--- src/rtl/ea_pkg.sv ---
package ea_pkg;

    typedef enum logic [3:0] {
        AM_REG     = 4'd0,
        AM_IMM     = 4'd1,
        AM_DISP    = 4'd2,
        AM_RIND    = 4'd3,
        AM_INDEX   = 4'd4,
        AM_ABS     = 4'd5,
        AM_MIND    = 4'd6,
        AM_POSTINC = 4'd7,
        AM_PREDEC  = 4'd8,
        AM_SCALED  = 4'd9
    } am_e;

    typedef enum logic [1:0] {
        ST_IDLE  = 2'd0,
        ST_FETCH = 2'd1,
        ST_WAIT  = 2'd2,
        ST_DONE  = 2'd3
    } st_e;

endpackage

--- src/rtl/ea_scale.sv ---
module ea_scale #(
    parameter int AW  = 32,
    parameter int SZW = 2
) (
    input  logic [SZW-1:0] size_code,
    input  logic [AW-1:0]  idx,
    output logic [AW-1:0]  step,
    output logic [AW-1:0]  scaled
);
    localparam int NSZ = 2 ** SZW;

    logic [AW-1:0] shifted [NSZ];
    logic [AW-1:0] steps   [NSZ];

    // one shifter tap per legal operand size
    for (genvar g = 0; g < NSZ; g++) begin : g_tap
        assign shifted[g] = idx << g;
        assign steps[g]   = AW'(1) << g;
    end

    assign scaled = shifted[size_code];
    assign step   = steps[size_code];

endmodule

--- src/rtl/ea_calc.sv ---
module ea_calc
    import ea_pkg::*;
#(
    parameter int AW  = 32,
    parameter int DW  = 16,
    parameter int SZW = 2
) (
    input  logic [3:0]     mode,
    input  logic [AW-1:0]  base,
    input  logic [AW-1:0]  index,
    input  logic [DW-1:0]  disp,
    input  logic [SZW-1:0] size_code,
    output logic [AW-1:0]  ea,
    output logic           nomem,
    output logic           wb_en,
    output logic [AW-1:0]  wb_val,
    output logic           indirect
);
    localparam int EXT = AW - DW;

    logic [AW-1:0] dsx;
    logic [AW-1:0] dzx;
    logic [AW-1:0] step;
    logic [AW-1:0] scaled_idx;
    logic [AW-1:0] dec_base;

    assign dsx      = {{EXT{disp[DW-1]}}, disp};
    assign dzx      = {{EXT{1'b0}}, disp};
    assign dec_base = base - step;

    ea_scale #(.AW(AW), .SZW(SZW)) u_scale (
        .size_code (size_code),
        .idx       (index),
        .step      (step),
        .scaled    (scaled_idx)
    );

    always_comb begin
        ea       = '0;
        nomem    = 1'b0;
        wb_en    = 1'b0;
        wb_val   = base;
        indirect = 1'b0;
        unique case (mode)
            AM_REG, AM_IMM: nomem = 1'b1;
            AM_DISP:        ea = base + dsx;
            AM_RIND:        ea = base;
            AM_INDEX:       ea = base + index;
            AM_ABS:         ea = dzx;
            AM_MIND: begin
                ea       = base;      // pointer fetch address
                indirect = 1'b1;
            end
            AM_POSTINC: begin
                ea     = base;
                wb_en  = 1'b1;
                wb_val = base + step;
            end
            AM_PREDEC: begin
                ea     = dec_base;
                wb_en  = 1'b1;
                wb_val = dec_base;
            end
            AM_SCALED:      ea = dsx + base + scaled_idx;
            default:        nomem = 1'b1;
        endcase
    end

endmodule

--- src/rtl/ea_ctrl.sv ---
module ea_ctrl
    import ea_pkg::*;
#(
    parameter int AW = 32
) (
    input  logic          clk,
    input  logic          rst_n,
    input  logic          cmd_valid,
    output logic          cmd_ready,
    input  logic [AW-1:0] calc_ea,
    input  logic          calc_nomem,
    input  logic          calc_wb_en,
    input  logic [AW-1:0] calc_wb_val,
    input  logic          calc_indirect,
    output logic          mem_req_valid,
    input  logic          mem_req_ready,
    output logic [AW-1:0] mem_req_addr,
    input  logic          mem_rsp_valid,
    input  logic [AW-1:0] mem_rsp_data,
    output logic          done,
    output logic [AW-1:0] ea,
    output logic          no_mem,
    output logic          wb_en,
    output logic [AW-1:0] wb_val
);
    st_e state, state_nx;

    logic [AW-1:0] ea_q;
    logic          nomem_q;
    logic          wben_q;
    logic [AW-1:0] wbval_q;

    always_ff @(posedge clk or negedge rst_n) begin
        if (!rst_n) state <= ST_IDLE;
        else        state <= state_nx;
    end

    always_comb begin
        state_nx = state;
        unique case (state)
            ST_IDLE:  if (cmd_valid) state_nx = calc_indirect ? ST_FETCH : ST_DONE;
            ST_FETCH: if (mem_req_ready) state_nx = ST_WAIT;
            ST_WAIT:  if (mem_rsp_valid) state_nx = ST_DONE;
            ST_DONE:  state_nx = ST_IDLE;
            default:  state_nx = ST_IDLE;
        endcase
    end

    always_ff @(posedge clk or negedge rst_n) begin
        if (!rst_n) begin
            ea_q    <= '0;
            nomem_q <= 1'b0;
            wben_q  <= 1'b0;
            wbval_q <= '0;
        end else begin
            unique case (state)
                ST_IDLE: if (cmd_valid) begin
                    ea_q    <= calc_ea;
                    nomem_q <= calc_nomem;
                    wben_q  <= calc_wb_en;
                    wbval_q <= calc_wb_val;
                end
                ST_WAIT: if (mem_rsp_valid) ea_q <= mem_rsp_data;
                default: ;
            endcase
        end
    end

    assign cmd_ready     = (state == ST_IDLE);
    assign mem_req_valid = (state == ST_FETCH);
    assign mem_req_addr  = ea_q;
    assign done          = (state == ST_DONE);
    assign ea            = ea_q;
    assign no_mem        = done & nomem_q;
    assign wb_en         = done & wben_q;
    assign wb_val        = wbval_q;

    AST_REQ_HELD: assert property (@(posedge clk) disable iff (!rst_n)
        (mem_req_valid && !mem_req_ready) |=> (mem_req_valid && $stable(mem_req_addr)));
    AST_NO_EARLY_DONE: assert property (@(posedge clk) disable iff (!rst_n)
        (state == ST_WAIT && !mem_rsp_valid) |=> !done);
    AST_DONE_PULSE: assert property (@(posedge clk) disable iff (!rst_n)
        done |=> !done);
    AST_WB_WITH_DONE: assert property (@(posedge clk) disable iff (!rst_n)
        wb_en |-> done);
    AST_NOMEM_NO_WB: assert property (@(posedge clk) disable iff (!rst_n)
        no_mem |-> !wb_en);

endmodule

--- src/rtl/ea_gen.sv ---
module ea_gen
    import ea_pkg::*;
#(
    parameter int AW  = 32,
    parameter int DW  = 16,
    parameter int SZW = 2
) (
    input  logic           clk,
    input  logic           rst_n,
    input  logic           cmd_valid,
    output logic           cmd_ready,
    input  logic [3:0]     cmd_mode,
    input  logic [AW-1:0]  cmd_base,
    input  logic [AW-1:0]  cmd_index,
    input  logic [DW-1:0]  cmd_disp,
    input  logic [SZW-1:0] cmd_size,
    output logic           mem_req_valid,
    input  logic           mem_req_ready,
    output logic [AW-1:0]  mem_req_addr,
    input  logic           mem_rsp_valid,
    input  logic [AW-1:0]  mem_rsp_data,
    output logic           done,
    output logic [AW-1:0]  ea,
    output logic           no_mem,
    output logic           wb_en,
    output logic [AW-1:0]  wb_val
);
    logic [AW-1:0] c_ea;
    logic          c_nomem;
    logic          c_wb_en;
    logic [AW-1:0] c_wb_val;
    logic          c_ind;

    ea_calc #(.AW(AW), .DW(DW), .SZW(SZW)) u_calc (
        .mode      (cmd_mode),
        .base      (cmd_base),
        .index     (cmd_index),
        .disp      (cmd_disp),
        .size_code (cmd_size),
        .ea        (c_ea),
        .nomem     (c_nomem),
        .wb_en     (c_wb_en),
        .wb_val    (c_wb_val),
        .indirect  (c_ind)
    );

    ea_ctrl #(.AW(AW)) u_ctrl (
        .clk           (clk),
        .rst_n         (rst_n),
        .cmd_valid     (cmd_valid),
        .cmd_ready     (cmd_ready),
        .calc_ea       (c_ea),
        .calc_nomem    (c_nomem),
        .calc_wb_en    (c_wb_en),
        .calc_wb_val   (c_wb_val),
        .calc_indirect (c_ind),
        .mem_req_valid (mem_req_valid),
        .mem_req_ready (mem_req_ready),
        .mem_req_addr  (mem_req_addr),
        .mem_rsp_valid (mem_rsp_valid),
        .mem_rsp_data  (mem_rsp_data),
        .done          (done),
        .ea            (ea),
        .no_mem        (no_mem),
        .wb_en         (wb_en),
        .wb_val        (wb_val)
    );

    AST_BUSY_AFTER_ACCEPT: assert property (@(posedge clk) disable iff (!rst_n)
        (cmd_valid && cmd_ready) |=> !cmd_ready);
    AST_DIRECT_NO_FETCH: assert property (@(posedge clk) disable iff (!rst_n)
        (cmd_valid && cmd_ready && cmd_mode != AM_MIND) |=> !mem_req_valid);

endmodule

--- config.mk ---
export PLATFORM = sky130hd
export DESIGN_NAME = ea_gen
export DESIGN_NICKNAME = d
export VERILOG_FILES = /design/src/rtl/ea_pkg.sv /design/src/rtl/ea_scale.sv /design/src/rtl/ea_calc.sv /design/src/rtl/ea_ctrl.sv /design/src/rtl/ea_gen.sv
export SDC_FILE = /design/constraint.sdc
export NUM_CORES = 1
export LEC_CHECK = 0
export ABC_AREA = 1
export BUFFER_PORTS_ARGS = -buffer_cell sky130_fd_sc_hd__buf_2
export CORE_ASPECT_RATIO = 2
export CORE_MARGIN = 4
export CORE_UTILIZATION = 45
export DETAILED_ROUTE_END_ITERATION = 8
export GPL_TIMING_DRIVEN = 0
export HOLD_SLACK_MARGIN = 0.02
export MAX_ROUTING_LAYER = met4
export PLACE_DENSITY = 0.67
export RECOVER_POWER = 25
export SLEW_MARGIN = 15
export SYNTH_ARGS = -nofsm -noshare
export SYNTH_HDL_FRONTEND = slang
export SYNTH_SLANG_ARGS = --single-unit
--- constraint.sdc ---
create_clock -name clk -period 4.1 [get_ports clk]
set_input_delay 0.205 -clock clk [delete_from_list [all_inputs] [get_ports clk]]
set_output_delay 0.205 -clock clk [all_outputs]
set_load 0.02 [all_outputs]
Word-level counts from Yosys, hierarchy flattened
Index checks and enable logic that the tools add are counted.
{"block": "word_totals", "in_bits": 123, "output_inout_bits": 101, "elab_cells": 55, "ff_bits": 68}
{"block": "op_classes", "reduce_logical": 8, "n_lt_le_gt_ge": 1, "addsub": 5, "eq_ne": 14, "muxes": 19, "bitwise_logic": 3}
{"cell": "2-to-1 mux 32 bit", "count": 6}
{"cell": "one-hot mux 32 bit (6 select lines)", "count": 1}
{"cell": "adder 32 bit", "count": 4}
{"cell": "binary-select mux 32 bit (select 2 bit)", "count": 2}
{"cell": "one-hot mux 32 bit (2 select lines)", "count": 2}
{"cell": "subtractor 32 bit", "count": 1}
{"cell": "equality test 4 x 3 -> 1 bit (second input constant)", "count": 4}
{"cell": "equality test 4 x 2 -> 1 bit (second input constant)", "count": 2}
{"cell": "equality test 4 bit (second input constant)", "count": 2}
{"cell": "2-to-1 mux 2 bit", "count": 4}
{"cell": "one-hot mux 2 bit (4 select lines)", "count": 1}
{"cell": "OR reduction 8 bit", "count": 1}
{"cell": "AND reduction 3 bit", "count": 2}
{"cell": "equality test 2 bit (second input constant)", "count": 2}
{"cell": "inequality test 2 bit (second input constant)", "count": 2}
{"cell": "greater-or-equal comparator 3 bit (second input constant)", "count": 1}
{"cell": "2-to-1 mux 1 bit", "count": 3}
{"cell": "NOT 2 -> 3 bit", "count": 1}
{"cell": "OR reduction 3 bit", "count": 1}
{"cell": "AND 1 bit", "count": 2}
{"cell": "equality test 2 x 1 -> 1 bit (second input constant)", "count": 1}
{"cell": "logical NOT 2 bit", "count": 1}
{"cell": "inequality test 2 x 1 -> 1 bit (second input constant)", "count": 1}
{"cell": "AND reduction 2 bit", "count": 1}
{"cell": "other kinds (2)", "count": 2}

Logic depth before layout (Yosys ltp)
Gate-level depths: netlist (run 1).
{"block": "depth", "word_depth": 8, "depth_mapped": 31, "mapped_depth_nobuf": 31}

Cells and area by module
Synthesis (run 1) repeated with hierarchy kept, for this count alone.
{"block": "unflattened", "hier_cells": 2910, "hier_area_um2": 16139.2}
{"module": "ea_calc", "area_per_inst_um2": 11393.4, "cells_each": 2214, "seq_area_each_um2": 0.0, "n_inst": 1}
{"module": "ea_ctrl", "area_per_inst_um2": 3545.9, "cells_each": 459, "seq_area_each_um2": 1701.6, "n_inst": 1}
{"module": "ea_scale", "area_per_inst_um2": 1199.9, "cells_each": 237, "seq_area_each_um2": 0.0, "n_inst": 1}

Least setup slack after synthesis (run 1)
No wires, ideal clock.
{"block": "synth_timing", "path_type": "input to register", "start": "in cmd_base[17]", "end": "reg u_ctrl.ea_q[31] (netlist: u_ctrl.ea[31])", "cell_stages": 26, "setup_ps": 77, "arrival_time_ps": 3202, "path_slack_ps": 821, "required_ps": 4023, "path_buffers": 0, "cell_sequence": "ha_1 -> nand2_2 -> inv_1 -> nand2_1 -> nand2_1 -> a21oi_2 -> nand3_2 -> a21oi_2 -> inv_2 -> nand2_1 -> nand2_1 -> nand2_1 -> nand2_1 -> nand2_1 -> nand3_1 -> and2_1 -> ha_1 -> inv_1 -> nor3_1 -> a2111oi_0 -> nand3_1 -> nand2_1 -> nand3_1 -> nand2_1 -> nand2_1 -> a21oi_1"}
{"block": "synth_via", "elab_chain_len": 5, "word_cells_on_any_way": 7, "classes_between": "add/sub: 4; mux: 3"}
{"element": "start: declaration", "line_no": "ea_gen.sv:13", "rtl": "input logic [AW-1:0] cmd_base,"}
{"element": "adder 32 bit", "line_no": "ea_calc.sv:46, ea_calc.sv:64"}
{"element": "adder 32 bit", "line_no": "ea_calc.sv:64", "rtl": "AM_SCALED: ea = dsx + base + scaled_idx;"}
{"element": "one-hot mux 32 bit (6 select lines) *", "line_no": "ea_calc.sv:44", "rtl": "unique case (mode)"}
{"element": "2-to-1 mux 32 bit *", "line_no": "ea_ctrl.sv:57", "rtl": "ST_IDLE: if (cmd_valid) begin"}
{"element": "one-hot mux 32 bit (2 select lines) *", "line_no": "ea_ctrl.sv:56", "rtl": "unique case (state)"}
{"element": "end signal: assignment", "line_no": "ea_ctrl.sv:58", "rtl": "ea_q <= calc_ea;"}
{"element": "end signal: assignment", "line_no": "ea_ctrl.sv:63", "rtl": "ST_WAIT: if (mem_rsp_valid) ea_q <= mem_rsp_data;"}
{"element": "end: declaration", "line_no": "ea_ctrl.sv:28", "rtl": "logic [AW-1:0] ea_q;"}
Mark *: on every way between the ends. The rest lies on a longest branch, timed or not. The select of a mux whose other input is x is not followed.
A chain may end at the register's enable or synchronous reset.

Worst setup path after layout (run 1)
{"block": "layout_timing", "start": "in cmd_size[0]", "end": "reg u_ctrl.ea_q[19] (netlist: u_ctrl.ea[19])"}
{"block": "layout_via", "elab_chain_len": 8, "word_cells_on_any_way": 12, "classes_between": "add/sub: 2; mux: 9; bitwise: 1"}
{"element": "start: declaration", "line_no": "ea_gen.sv:16", "rtl": "input logic [SZW-1:0] cmd_size,"}
{"element": "NOT 2 -> 3 bit (not written as such) *", "line_no": "ea_scale.sv:21, ea_scale.sv:22"}
{"element": "binary-select mux 32 bit (select 2 bit), on equally long branches", "line_no": "ea_scale.sv:21, ea_scale.sv:22"}
{"element": "2-to-1 mux 32 bit, on equally long branches (2 in series)", "line_no": "ea_scale.sv:21, ea_scale.sv:22"}
{"element": "adder 32 bit or subtractor 32 bit (tied branches)", "line_no": "ea_calc.sv:64, ea_calc.sv:29"}
{"element": "one-hot mux 32 bit (6 select lines) *", "line_no": "ea_calc.sv:44"}
{"element": "2-to-1 mux 32 bit *", "line_no": "ea_ctrl.sv:57"}
{"element": "one-hot mux 32 bit (2 select lines) *", "line_no": "ea_ctrl.sv:56"}
Marks and branches as above.

==> reports/results.ini, run 1 <==
[global_route]
gr-usage-all-layers_pct=39.94
grt_pass1_vias=16080
grt-ovfl-total=0
grt_pass1_wl_um=92290
grt_max_degree=59
antenna_found_initial=0

[synthesis]
yosysMostFrequentCell=nand2_1
ys_types=65
syn_nets=2421
synth.cell_area_sq_mm=0.01280
synthTopCellsByArea=nand2_1, dfrtp_1, ha_1, a21oi_1, inv_1
synth_flop_cell=dfrtp_1
syn-mean-instance-area_sq_um=5.851
synth_top_area_share_pct=16.30
async_flop_share_pct=100.0
synthTopCellsByCount=nand2_1, inv_1, a21oi_1
synth_area_leader_cell=nand2_1
synth_edf_count=0
yosysSeqAreaShare_pct=13.29
synth.ff_latch_count=68
synth_cells=2188
ys_warn_count=0

[timing]
max_freq_ghz=0.2551
hold_violations=0
setup_viol=0
maxSlewHeadroom_pct=-74.94
finalSetupTns_ps=0
layout_min_cycle_time_ps=3921
finClkSkew_ps=3.907
worst_slack_ps=179.4
period_share_pct=95.62
drv_slew=59
grt_setup_unrepaired=true
worst_pin_slew_ps=2624

[critical_path]
slowest_stage=ha_1
crit_top_cell=nand2_1
crit_path_start_kind=input port
critPathRequiredTime_ps=4310
arrival_ps=4130
max_stage_delay_ps=350
cp_cell_sequence=buf_2, buf_4, buf_2, clkbuf_4, mux2i_1, o21ai_0, ha_1, nand3_1, nand2_1, inv_1, o21a_1, o21bai_1, a21o_1, nand2_1, nand2_1, nand2_1, nand2_2, nand2_1, nand3_1, o211ai_1, o21ai_0, a21oi_1
rrSetupSlack_ps=1080
criticalPathCategory=input port to register
crit_path_end_kind=register
critPathMaxFanout=10

[clock_tree]
clk_path_buf_depth=2
clk_pin_slew_ps=60
clock_latency_ps=340
htree_levels=3
cts_tree=done
cts-root-buf=clkbuf_16
cts_buffers=9
cts_sinks=68

[final_layout]
ff_latch_area_sq_mm=0.001702
multiInputGateArea_sq_mm=0.009570
nets=2657
syn2layout_area_growth_pct=15.46
drive_above_1_share_pct=16.93
instances_no_fill=2784
antenna_cells=0
num-fill-cells=3018

[floorplan]
die_height_um=246.5
die-area_sq_mm=0.03137
num_rows=87
ios=224
start_util_pct=45.58
fp.dieW_um=127.3
core_sq_mm=0.02808

[placement]
hpwl_um=54270
place_worst_setup_slack_ps=-633.8
gp_congestion=1.092
port_buffers=223
place_inst=2768

[route]
num_vias=16340
routed_wl_um=62600
drt_pre_antenna_iters=8
post_drt_via_cell_ratio=5.868
drtAntennaViolNets=0
wl_per_cell_um=22.49
drc=1
drt_iter0_markers=1318

[hold_path]
hold_path_class=input port to register

[pwr]
leakage_nw=7.538
p_per_area_mw_per_mm2=458.1
ir_drop_v=0.0003277

[status]
violations=DRC, capacitance limit, slew limit
status=finished, violations left

[job]
maxCapViolCount=1

-- where the power goes --
group / total (mW) / internal [mW] / switching (mW) / leakage, nW
registers: 1.28 / 1.03 / 0.254 / 0.786
logic: 4.70 / 1.58 / 3.12 / 6.61
clock network: 0.785 / 0.481 / 0.305 / 0.144
-- routing by layer --
metal,part of all wire (%),up-vias,routed length (um),track usage (%)
li1,-,7799,-,-
met1,33,7420,20880,39.08
met2,50,823,31150,69.54
met3,6.3,294,3920,3.884
met4,11,0,6655,34.21
met5,0,-,0,-
-- timing repair --
item                                   CTS  global route
resized for setup                        4            27
hold buffers                             1             0
setup endpoints to repair               13            24
buffers inserted                         0             1
endpoints found under the hold margin   68             0
-- cell families (layout without fill, tap and decap cells) --
| kind of cell | after synthesis | after routing | synth area share, % |
|---|---|---|---|
| buf+inv | 389 | 629 | 12.60 |
| compound gates | 512 | 512 | 23.03 |
| flops | 68 | 68 | 13.29 |
| fa+ha+maj | 110 | 110 | 11.04 |
| simple gates | 1069 | 1069 | 37.17 |
| xor+xnor | 38 | 38 | 2.707 |
| mux | 2 | 2 | 0.1564 |
-- through the flow --
stage | power [mW] | hold WS, ps | instance area, sq um | utilization, %
after floorplan | 4.349 | -90.59 | 12800 | -
after global placement | 5.813 | 465.8 | 14360 | 51.14
after detailed placement | 5.902 | 64.28 | 14390 | 51.25
after CTS | 6.705 | 157.3 | 14700 | 52.35
after global routing | 7.230 | 170.5 | 14780 | 52.63
final | 6.771 | 165.0 | 14780 | 52.63
-- area by class of cell --
cell class | count | area share, %
buffer | 98 | 3.598
clock buffer | 10 | 1.617
clock inverter | 5 | 0.3555
inverter | 290 | 7.365
multi-input combinational | 1731 | 64.75
sequential | 68 | 11.51
tap | 356 | 3.014
timing repair buffer | 226 | 7.788
-- cell usage in the layout (no fill, tap or decap), types with 9 or more instances in the layout --
cell type / count
nor2_1: 197
clkbuf_1: 49
nor2_2: 16
o2111ai_1: 12
nor3_1: 31
o21a_1: 9
nand3_2: 9
nor4_1: 9
a221oi_1: 12
xor2_1: 21
o21ai_1: 21
a31oi_1: 9
nand3_1: 135
xnor2_1: 15
nand2_2: 28
o21ai_0: 145
a21oi_1: 216
or2_2: 10
dfrtp_1: 68
inv_2: 16
clkbuf_16: 9
ha_1: 103
buf_4: 35
nand2_1: 554
nor2_4: 10
buf_2: 230
inv_1: 269
o211ai_1: 19
nand4_1: 37
-- state kept, by name (all words and copies together), names as in the netlist --
| signal | count |
|---|---|
| u_ctrl.nomem_q | 1 |
| u_ctrl.state | 2 |
| u_ctrl.wb_val | 32 |
| u_ctrl.ea | 32 |
| u_ctrl.wben_q | 1 |
-- critical path: cells and delay by family --
kind	cells	cell delay [ps]
AOI/OAI and AO/OA	7	1410
buffers and inverters	5	1030
adders and majority gates	1	350
muxes	1	260
and+or+nand+nor	8	850
-- path summary, 6_finish.rpt --
check	cells past startpoint	from	to
setup / recovery	22	cmd_size[0]	u_ctrl.ea[19]
hold / removal	3	mem_rsp_data[16]	u_ctrl.ea[16]
max in group asynchronous	3	rst_n	u_ctrl.wb_val[27]
setup reg to reg	10	u_ctrl.state[0]	u_ctrl.ea[28]
min in group asynchronous	2	rst_n	u_ctrl.ea[0]
hold reg to reg	2	u_ctrl.wb_val[11]	u_ctrl.wb_val[11]
(Power assumes the default switching activity.)
==> run 2: changes to the inputs <==
--- a/config.mk
+++ b/config.mk
@@ -14,7 +14,7 @@
 export GPL_TIMING_DRIVEN = 0
 export HOLD_SLACK_MARGIN = 0.02
 export MAX_ROUTING_LAYER = met4
-export PLACE_DENSITY = 0.67
+export PLACE_DENSITY = 0.66
 export RECOVER_POWER = 25
 export SLEW_MARGIN = 15
 export SYNTH_ARGS = -nofsm -noshare
==> constraint.sdc (replaced) <==
create_clock -name clk -period 5 [get_ports clk]
set_input_delay 0.25 -clock clk [delete_from_list [all_inputs] [get_ports clk]]
set_output_delay 0.25 -clock clk [all_outputs]
set_load 0.02 [all_outputs]
==> run 2 against run 1 <==
The flow finishes with violations (capacitance limit, slew limit). Final area fell by 0.10%. Core utilization fell by 0.053 points. Largest power group unchanged. Sequential power fell by 18%. Clock skew rose by 3.6 ps. Setup slack improved by 270 ps. Critical path type unchanged.
==> reports/results.ini, run 2 (synthesized netlist as in run 1, its figures left out) <==
[global_route]
grt_pass1_wl_um=89720
gr-usage-all-layers_pct=38.82
antenna_found_initial=0
grt-ovfl-total=0
grt_pass1_vias=15880
grt_max_degree=59

[timing]
grt_setup_unrepaired=false
finClkSkew_ps=7.518
setup_viol=0
worst_pin_slew_ps=3178
max_freq_ghz=0.2195
period_share_pct=91.10
drv_slew=59
maxSlewHeadroom_pct=-111.9
finalSetupTns_ps=0
layout_min_cycle_time_ps=4555
hold_violations=0

[critical_path]
arrival_ps=4790
critPathRequiredTime_ps=5230
max_stage_delay_ps=810
crit_path_start_kind=input port
critPathMaxFanout=10
criticalPathCategory=input port to register
worstReg2RegEnd=u_ctrl.ea[28]
reg2reg_from=u_ctrl.state[0]
crit_top_cell=nand2_1
rrSetupSlack_ps=2080
slowest_stage=nor2_1
cp_cell_sequence=buf_2, inv_2, buf_2, nor2_1, inv_1, fa_1, nand2_1, a21oi_1, nor2_1, nand2_1, nor3_2, nand2_1, nor2_1, nand3_1, nor3_2, nand2_1, nand2_1, nor2_1, inv_1, nand3_1, a21oi_1, nand2_1, nand2_1, a21oi_1
worstRegToRegCells=10
crit_path_end_kind=register

[pwr]
pwr-share-comb_pct=66.8
power_mw=5.726
leakage_nw=7.534
p_seq_share_pct=18.4
ir_drop_v=0.0002147
clock_power_share_pct=14.8
switchingPower_mw=3.005
swShare_pct=52.48
internal_power_mw=2.721
p_per_area_mw_per_mm2=387.8

[status]
violations=capacitance limit, slew limit
status=finished, violations left

[clock_tree]
htree_levels=3
clock_latency_ps=350
cts-root-buf=clkbuf_16
cts_buffers=9
cts_sinks=68
cts.repair.resized=0
postCtsSetupBuffers=0
clk_pin_slew_ps=60
ctsHoldBuffers=1
cts_tree=done
clk_path_buf_depth=2

[route]
routed.top_layer=met4
routed_wl_um=61580
drc=0
post_drt_via_cell_ratio=5.863
met3_length_um=2936
drt_pre_antenna_iters=6
wl_met1_um=21440
wl_per_cell_um=22.10
num_vias=16340
met2WireLength_um=30870
drt_iter0_markers=1300
drtAntennaViolNets=0

[placement]
place_inst=2768
port_buffers=223
gp_congestion=1.045
placed_area_sq_mm=0.01439
hpwl_um=53300

[floorplan]
num_rows=87
start_util_pct=45.58
die_height_um=246.5
die-area_sq_mm=0.03137
ios=224
core_sq_mm=0.02808
fp.dieW_um=127.3

[final_layout]
nets=2657
drive_above_1_share_pct=16.22
instances_no_fill=2786
layout_commonest_cell=nand2_1
design_area_sq_mm=0.01477
syn2layout_area_growth_pct=15.35
fin_util_pct=52.58
final_cell_mix=nand2_1, inv_1, buf_2

[hold_path]
hold_depth=3
hold_path_class=input port to register
holdPathEnd=u_ctrl.ea[7]
min_from=mem_rsp_data[7]

[job]
maxCapViolCount=1

==> run 2: changes by cell type in the layout (fill, tap and decap cells not counted), sizes merged <==
cell,delta
bufinv,+4
buf,+1
inv,+1
clkinv,-3
clkinvlp,-1
dlymetal6s4s,-1
diode,+1
==> run 2: metrics by stage <==
step,setup slack [ps],hold WS (ps)
after global routing,157.4,213.8
after floorplan,1676,-45.59
after CTS,529.1,193.9
after detailed placement,183.9,105.6
after global placement,150.0,467.8
final,444.8,197.9
==> run 2: layout make-up <==
| class | count | area (sq um) |
|---|---|---|
| clock buffer | 10 | 229.0 |
| inverter | 290 | 1089 |
| timing repair buffer | 225 | 1129 |
| tap | 356 | 445.4 |
| fill | 3020 | 13320 |
| sequential | 68 | 1702 |
| clock inverter | 6 | 158.9 |
| buffer | 99 | 524.3 |
| multi-input combinational | 1731 | 9487 |
| antenna | 1 | 2.502 |
==> run 2: how the worst max path moves through the flow <==
stage / startpoint / endpoint / slack [ps]
2_1_floorplan: cmd_base[17] / u_ctrl.ea[31] / 1680
3_3_place_gp: cmd_size[0] / u_ctrl.ea[28] / 150
3_5_place_dp: cmd_size[0] / u_ctrl.ea[28] / 180
4_1_cts: cmd_size[0] / u_ctrl.ea[28] / 530
5_1_grt: cmd_disp[15] / u_ctrl.ea[30] / 160
6_report: cmd_size[0] / u_ctrl.ea[28] / 440
==> run 2: worst max-delay path: cells and delay by family <==
kind / cells / cell delay, ps
buffers and inverters: 5 / 990
AND/OR/NAND/NOR: 15 / 2690
adder cells (fa/ha/maj): 1 / 550
AO/OA/AOI/OAI: 3 / 290
==> run 2: per-layer routing <==
layer | global-route usage [%] | vias up
li1 | - | 7774
met1 | 38.37 | 7592
met2 | 69.31 | 728
met3 | 1.692 | 241
met4 | 31.93 | 0
met5 | - | -
==> run 2: power by group through the flow <==
stage	sequential, mW	combinational, mW	clock (mW)
2_1_floorplan	1.34	2.23	0
3_3_place_gp	1.04	3.71	0
3_5_place_dp	1.05	3.77	0
4_1_cts	1.05	3.80	0.846
5_1_grt	1.08	4.13	0.870
6_report	1.05	3.82	0.850
